--- src/rtl/wdt_pkg.sv ---
package wdt_pkg;
  typedef enum logic {
    RESP_RESET     = 1'b0,
    RESP_IRQ_FIRST = 1'b1
  } resp_mode_e;
endpackage

--- src/rtl/wdt_rst_sync.sv ---
module wdt_rst_sync (
  input  logic clk,
  input  logic arst_n,
  output logic srst_n
);
  logic [1:0] sync_q;

  always_ff @(posedge clk or negedge arst_n) begin
    if (!arst_n) sync_q <= 2'b00;
    else         sync_q <= {sync_q[0], 1'b1};
  end

  assign srst_n = sync_q[1];
endmodule

--- src/rtl/wdt_period_dec.sv ---
module wdt_period_dec #(
  parameter int unsigned CNT_W   = 32,
  parameter int unsigned SEL_W   = 4,
  parameter int unsigned MIN_EXP = 16
) (
  input  logic [SEL_W-1:0] sel,
  output logic [CNT_W-1:0] load_val
);
  localparam int unsigned NSEL = 1 << SEL_W;

  logic [CNT_W-1:0] tbl [NSEL];

  // one table entry per code: period minus one (count reaches zero, then expires)
  for (genvar i = 0; i < NSEL; i++) begin : g_tbl
    localparam int unsigned EXP = MIN_EXP + i;
    assign tbl[i] = CNT_W'((64'd1 << EXP) - 64'd1);
  end

  assign load_val = tbl[sel];
endmodule

--- src/rtl/wdt_downcnt.sv ---
module wdt_downcnt #(
  parameter int unsigned CNT_W = 32
) (
  input  logic             clk,
  input  logic             rst_n,
  input  logic             active,
  input  logic             load,
  input  logic [CNT_W-1:0] load_val,
  output logic [CNT_W-1:0] cnt_q
);
  logic [CNT_W-1:0] cnt_d;
  logic             cnt_en;

  always_comb begin
    cnt_en = load | active;
    cnt_d  = load ? load_val : (cnt_q - CNT_W'(1));
  end

  always_ff @(posedge clk or negedge rst_n) begin
    if (!rst_n)      cnt_q <= '0;
    else if (cnt_en) cnt_q <= cnt_d;
  end
endmodule

--- src/rtl/wdt_resp.sv ---
module wdt_resp
  import wdt_pkg::*;
#(
  parameter int unsigned PULSE_CYC = 2
) (
  input  logic       clk,
  input  logic       rst_n,
  input  logic       expire,
  input  resp_mode_e mode,
  input  logic       irq_clear,
  output logic       irq,
  output logic       rst_req
);
  localparam int unsigned PW = $clog2(PULSE_CYC + 1);

  logic          irq_q, irq_d;
  logic [PW-1:0] pcnt_q, pcnt_d;
  logic          fire;

  always_comb begin
    fire   = expire & ((mode == RESP_RESET) | irq_q);
    irq_d  = irq_q;
    if (irq_clear) irq_d = 1'b0;
    if (expire && (mode == RESP_IRQ_FIRST) && !irq_q) irq_d = 1'b1;
    if (fire)                pcnt_d = PW'(PULSE_CYC);
    else if (pcnt_q != '0)   pcnt_d = pcnt_q - PW'(1);
    else                     pcnt_d = pcnt_q;
  end

  always_ff @(posedge clk or negedge rst_n) begin
    if (!rst_n) begin
      irq_q  <= 1'b0;
      pcnt_q <= '0;
    end else begin
      irq_q  <= irq_d;
      pcnt_q <= pcnt_d;
    end
  end

  assign irq     = irq_q;
  assign rst_req = (pcnt_q != '0);
endmodule

--- src/rtl/wdt_core.sv ---
module wdt_core
  import wdt_pkg::*;
#(
  parameter int unsigned         CNT_W     = 32,
  parameter int unsigned         SEL_W     = 4,
  parameter int unsigned         MIN_EXP   = 16,
  parameter int unsigned         KEY_W     = 8,
  parameter logic [KEY_W-1:0]    KICK_KEY  = 8'h76,
  parameter int unsigned         PULSE_CYC = 2
) (
  input  logic             clk,
  input  logic             rst_n,
  input  logic             en_wr,
  input  logic             en_val,
  input  logic             cfg_wr,
  input  logic [SEL_W-1:0] cfg_init_sel,
  input  logic [SEL_W-1:0] cfg_norm_sel,
  input  logic             mode_wr,
  input  logic             mode_val,
  input  logic             kick_wr,
  input  logic [KEY_W-1:0] kick_data,
  input  logic             irq_clr,
  input  logic             pause,
  output logic             irq,
  output logic             rst_req
);
  localparam logic [SEL_W-1:0] SEL_RST = '1;

  logic             srst_n;
  logic             en_q, en_d;
  logic             kicked_q, kicked_d;
  logic [SEL_W-1:0] init_sel_q, init_sel_d;
  logic [SEL_W-1:0] norm_sel_q, norm_sel_d;
  resp_mode_e       mode_q, mode_d;

  logic             kick_ok, start, active, cnt_zero, exp_ev, load;
  logic [SEL_W-1:0] sel_use;
  logic [CNT_W-1:0] load_val, cnt_q;

  wdt_rst_sync u_rst_sync (
    .clk    (clk),
    .arst_n (rst_n),
    .srst_n (srst_n)
  );

  always_comb begin
    kick_ok  = kick_wr & (kick_data == KICK_KEY) & en_q;
    start    = en_wr & en_val & ~en_q;
    active   = en_q & ~pause;
    cnt_zero = (cnt_q == '0);
    exp_ev   = active & cnt_zero & ~kick_ok;
    load     = start | kick_ok | exp_ev;
    sel_use  = (kick_ok | kicked_q) ? norm_sel_q : init_sel_q;

    en_d       = en_q | start;
    kicked_d   = kicked_q | kick_ok;
    init_sel_d = cfg_wr  ? cfg_init_sel : init_sel_q;
    norm_sel_d = cfg_wr  ? cfg_norm_sel : norm_sel_q;
    mode_d     = mode_wr ? resp_mode_e'(mode_val) : mode_q;
  end

  always_ff @(posedge clk or negedge srst_n) begin
    if (!srst_n) begin
      en_q       <= 1'b0;
      kicked_q   <= 1'b0;
      init_sel_q <= SEL_RST;
      norm_sel_q <= SEL_RST;
      mode_q     <= RESP_RESET;
    end else begin
      en_q       <= en_d;
      kicked_q   <= kicked_d;
      init_sel_q <= init_sel_d;
      norm_sel_q <= norm_sel_d;
      mode_q     <= mode_d;
    end
  end

  wdt_period_dec #(
    .CNT_W   (CNT_W),
    .SEL_W   (SEL_W),
    .MIN_EXP (MIN_EXP)
  ) u_dec (
    .sel      (sel_use),
    .load_val (load_val)
  );

  wdt_downcnt #(
    .CNT_W (CNT_W)
  ) u_cnt (
    .clk      (clk),
    .rst_n    (srst_n),
    .active   (active),
    .load     (load),
    .load_val (load_val),
    .cnt_q    (cnt_q)
  );

  wdt_resp #(
    .PULSE_CYC (PULSE_CYC)
  ) u_resp (
    .clk       (clk),
    .rst_n     (srst_n),
    .expire    (exp_ev),
    .mode      (mode_q),
    .irq_clear (kick_ok | irq_clr),
    .irq       (irq),
    .rst_req   (rst_req)
  );
endmodule

--- config.mk ---
export PLATFORM = sky130hd
export DESIGN_NAME = wdt_core
export DESIGN_NICKNAME = d
export VERILOG_FILES = /design/src/rtl/wdt_pkg.sv /design/src/rtl/wdt_rst_sync.sv /design/src/rtl/wdt_period_dec.sv /design/src/rtl/wdt_downcnt.sv /design/src/rtl/wdt_resp.sv /design/src/rtl/wdt_core.sv
export SDC_FILE = /design/constraint.sdc
export NUM_CORES = 1
export LEC_CHECK = 0
export ABC_CLOCK_PERIOD_IN_PS = 2500
export BUFFER_PORTS_ARGS = -buffer_cell sky130_fd_sc_hd__buf_2
export CAP_MARGIN = 20
export CORE_MARGIN = 2
export CORE_UTILIZATION = 40
export DETAILED_ROUTE_END_ITERATION = 16
export PLACE_DENSITY = 0.58
export SYNTH_ARGS = -nofsm -noshare
export SYNTH_HDL_FRONTEND = slang
export SYNTH_SLANG_ARGS = --single-unit
export TNS_END_PERCENT = 1
--- constraint.sdc ---
create_clock -name clk -period 2.5 [get_ports clk]
set_input_delay 0.5 -clock clk [delete_from_list [all_inputs] [get_ports clk]]
set_output_delay 0.5 -clock clk [all_outputs]
set_load 0.02 [all_outputs]
==> flow_summary.yaml <==
outcome:
  status: "finished, violations left"
  violations: "setup timing"
power:
  p_sw_share_pct: 31.60
  combPwrFrac_pct: 24.1
  clockPowerShare_pct: 23.0
  ir_drop_v: 0.0003760
  internal-power_mw: 1.441
  cellLeakagePower_nw: 1.286
  p_seq_share_pct: 52.9
  power.density_nw_per_um2: 683.0
  p_switching_mw: 0.6656
clock_tree:
  clkLatencyLatePin_ps: 300
  cts_tree: "done"
  root_buffer: "clkbuf_8"
  htreeDepth: 2
  post_cts_buffers: 0
  cts_num_sinks: 48
  cts.clk_slew.worst_paths_ps: 90
  clk_path_buf_depth: 2
  numCtsBuffers: 5
hold_path:
  hold_path.class: "flop to async pin"
drt:
  drt_iter0_drc: 141
  ant_nets: 0
  wl_met3_um: 147
  wl_met1_um: 2887
  vias: 2055
  routed-wl-met2_um: 2552
  drt-total-wl_um: 5632
  routed_via_density: 5.324
  drc: 0
  wl_per_cell_um: 14.59
  highest_layer: "met4"
  dr.pass1.iters: 4
placement:
  gp_congestion: 0.7897
  hpwl_um: 4151
  place_worst_setup_slack_ps: -119.5
  place_inst: 376
  io_buffers: 27
critical_path:
  max_stage_delay_ps: 610
  crit_family: "simple AND/OR/NAND/NOR gates"
  path_common_cell: "or4_4"
  crit_path_max_fanout: 6
  cp-startpoint: "u_cnt.cnt_q[24]$_DFFE_PN0P_"
  startpoint_type: "flop"
  worstPathArrival_ps: 2660
  path_cells: "or4_4 > or4_4 > or4_4 > a21oi_4 > a22oi_1"
  crit_slowest_cell: "or4_4"
  endpoint_kind: "flop"
  crit-reg2reg-launch: "u_cnt.cnt_q[24]$_DFFE_PN0P_"
  cp_num_buf_inv: 0
  worstSetupPathType: "flop to flop"
  required_ps: 2660
logic_synthesis:
  synthFlopType: "dfrtp_1"
  synthMostInstantiatedCell: "dfrtp_1"
  netlist_area_sq_um: 2610
  yosysWarnings: 0
  synth_edf_count: 0
  synth.area.top_cells: "dfrtp_1 38%, dfstp_2 8.1%, xnor2_1 6.0%, mux2_2 4.3%, nand2_1 3.7%"
  yosysTopAreaCell: "dfrtp_1"
  syn-num-nets: 288
  yosysUniqueCellTypes: 51
  ys_seq_area_share_pct: 46.40
  netlist_top_cells_count: "40 x dfrtp_1, 26 x nand2_1, 18 x xnor2_1, 17 x nor2_1, 12 x nor3_1"
  synth_top_area_share_pct: 38.35
  netlist_instances: 260
  synthArstFlopShare_pct: 100.0
  syn_avg_cell_area_sq_um: 10.04
  ys_seq_elements: 48
global_route:
  grt_pass1_vias: 1993
  antenna_found_initial: 0
  grt_max_degree: 27
  gr-total-overflow: 0
  grt_pass1_wl_um: 9756
  track_usage_pct: 17.03
sta:
  slew-limit-headroom_pct: 62.68
  period_needed_ps: 2503
  period_share_pct: 100.1
  max_freq_mhz: 399.5
  setup_viol: 1
  final_max_slew_viol_count: 0
  rsz0062_at_grt: "yes"
  setup_ws_ps: -3.305
  finClkSkew_ps: 10.78
  hold_ws_ps: 234.8
  tightest_slew_ps: 552.8
  final-hold-violation-count: 0
  setup_tns_ps: -3.305
floorplanning:
  die_h_um: 84.78
  start_util_pct: 41.34
  dieWidth_um: 84.78
  num_io_pins: 28
  rows: 29
  core-area_sq_um: 6314
  die_area_sq_um: 7187
finish:
  fin_cells: 386
  n_antenna_cell: 0
  final_layout_size_suffix_gt1_share_pct: 27.83
  fin_nets: 336
  fill_cells: 628
  area_growth_pct: 18.17
flow_run:
  maxCapViolCount: 0
==> per-stage QoR <==
| stage | cell area, sq um | utilization [%] | power (mW) |
|---|---|---|---|
| floorplan | 2610 | - | 1.471 |
| global placement | 2965 | 46.97 | 1.620 |
| detailed placement | 2965 | 46.97 | 1.636 |
| CTS | 3069 | 48.61 | 2.132 |
| global route | 3084 | 48.85 | 2.245 |
| finish | 3084 | 48.85 | 2.107 |
==> what timing repair did <==
item                                    CTS  global route
gates resized for setup                   0             1
pin swaps                                 8             2
hold buffers                              1             0
hold endpoints to repair                  2             0
endpoints found under the setup margin   13            12
==> placed cells by master (no fill, tap or decap), types with 4 or more instances in the layout <==
| cell type | n |
|---|---|
| clkbuf_8 | 6 |
| inv_1 | 6 |
| buf_4 | 21 |
| xor2_1 | 9 |
| a22oi_1 | 6 |
| buf_2 | 27 |
| nand2_1 | 26 |
| o22ai_1 | 5 |
| nor3_1 | 12 |
| o21ai_0 | 4 |
| mux2i_1 | 4 |
| nand3_1 | 4 |
| or4_1 | 4 |
| dfstp_2 | 8 |
| nor4_1 | 10 |
| xnor2_1 | 18 |
| dfrtp_1 | 39 |
| a21oi_1 | 5 |
| mux2_2 | 10 |
| o211ai_1 | 4 |
| nor2_1 | 17 |
| or3_1 | 4 |
| a31oi_1 | 5 |
| nand4_1 | 6 |
==> kinds of logic after synthesis <==
group / share of synthesized area (%)
AND/OR/NAND/NOR: 24.93
multiplexers: 5.849
flip-flops: 46.40
XOR/XNOR: 9.061
buffers and inverters: 2.205
adder cells (fa/ha/maj): 0.9586
other: 0.1437
AO/OA/AOI/OAI: 10.45
==> area by class of cell <==
| class | count | area (sq um) | share of cell area, % |
|---|---|---|---|
| multi-input combinational | 197 | 1341 | 43.49 |
| sequential | 48 | 1212 | 39.31 |
| tap | 77 | 96.34 | 3.124 |
| clock buffer | 7 | 86.33 | 2.799 |
| timing repair buffer | 50 | 317.8 | 10.30 |
| inverter | 6 | 22.52 | 0.7302 |
| clock inverter | 1 | 7.507 | 0.2434 |
==> worst reg2reg max path: stages (launching register included) <==
cell     delay [ps]
dfrtp_1         400
or4_4           540
or4_4           470
or4_4           610
a21oi_4         240
a22oi_1         120
==> flip-flops by register name (all words and copies together), names as in the netlist <==
register,flops
kicked_q,1
en_q,1
u_cnt.cnt_q,32
u_resp.irq,1
u_resp.pcnt_q,2
mode_q,1
norm_sel_q,4
u_rst_sync.sync_q,2
init_sel_q,4
==> final timing paths <==
kind	endpoint	slack (ps)	cells after the start
setup / recovery	u_cnt.cnt_q[21]$_DFFE_PN0P_	-3	5
hold reg to reg	u_cnt.cnt_q[14]$_DFFE_PN0P_	230	0
setup reg to reg	u_cnt.cnt_q[21]$_DFFE_PN0P_	-3	5
hold / removal	u_cnt.cnt_q[14]$_DFFE_PN0P_	230	0
max in group asynchronous	u_cnt.cnt_q[26]$_DFFE_PN0P_	1690	1
min in group clk	u_rst_sync.sync_q[1]$_DFF_PN0_	350	0
==> power groups by stage <==
stage / sequential (mW) / combinational (mW) / clock [mW]
2_1_floorplan: 1.09 / 0.382 / 0
3_3_place_gp: 1.12 / 0.499 / 0
3_5_place_dp: 1.13 / 0.508 / 0
4_1_cts: 1.11 / 0.514 / 0.504
5_1_grt: 1.14 / 0.570 / 0.535
6_report: 1.11 / 0.507 / 0.485
==> per-layer routing <==
metal  up-vias  global-route usage (%)
met5         -                       0
met4         0                   4.329
met3         4                   2.655
met2        25                   26.34
met1       985                   25.05
li1       1041                       -
Power figures use the tool's default switching activity.
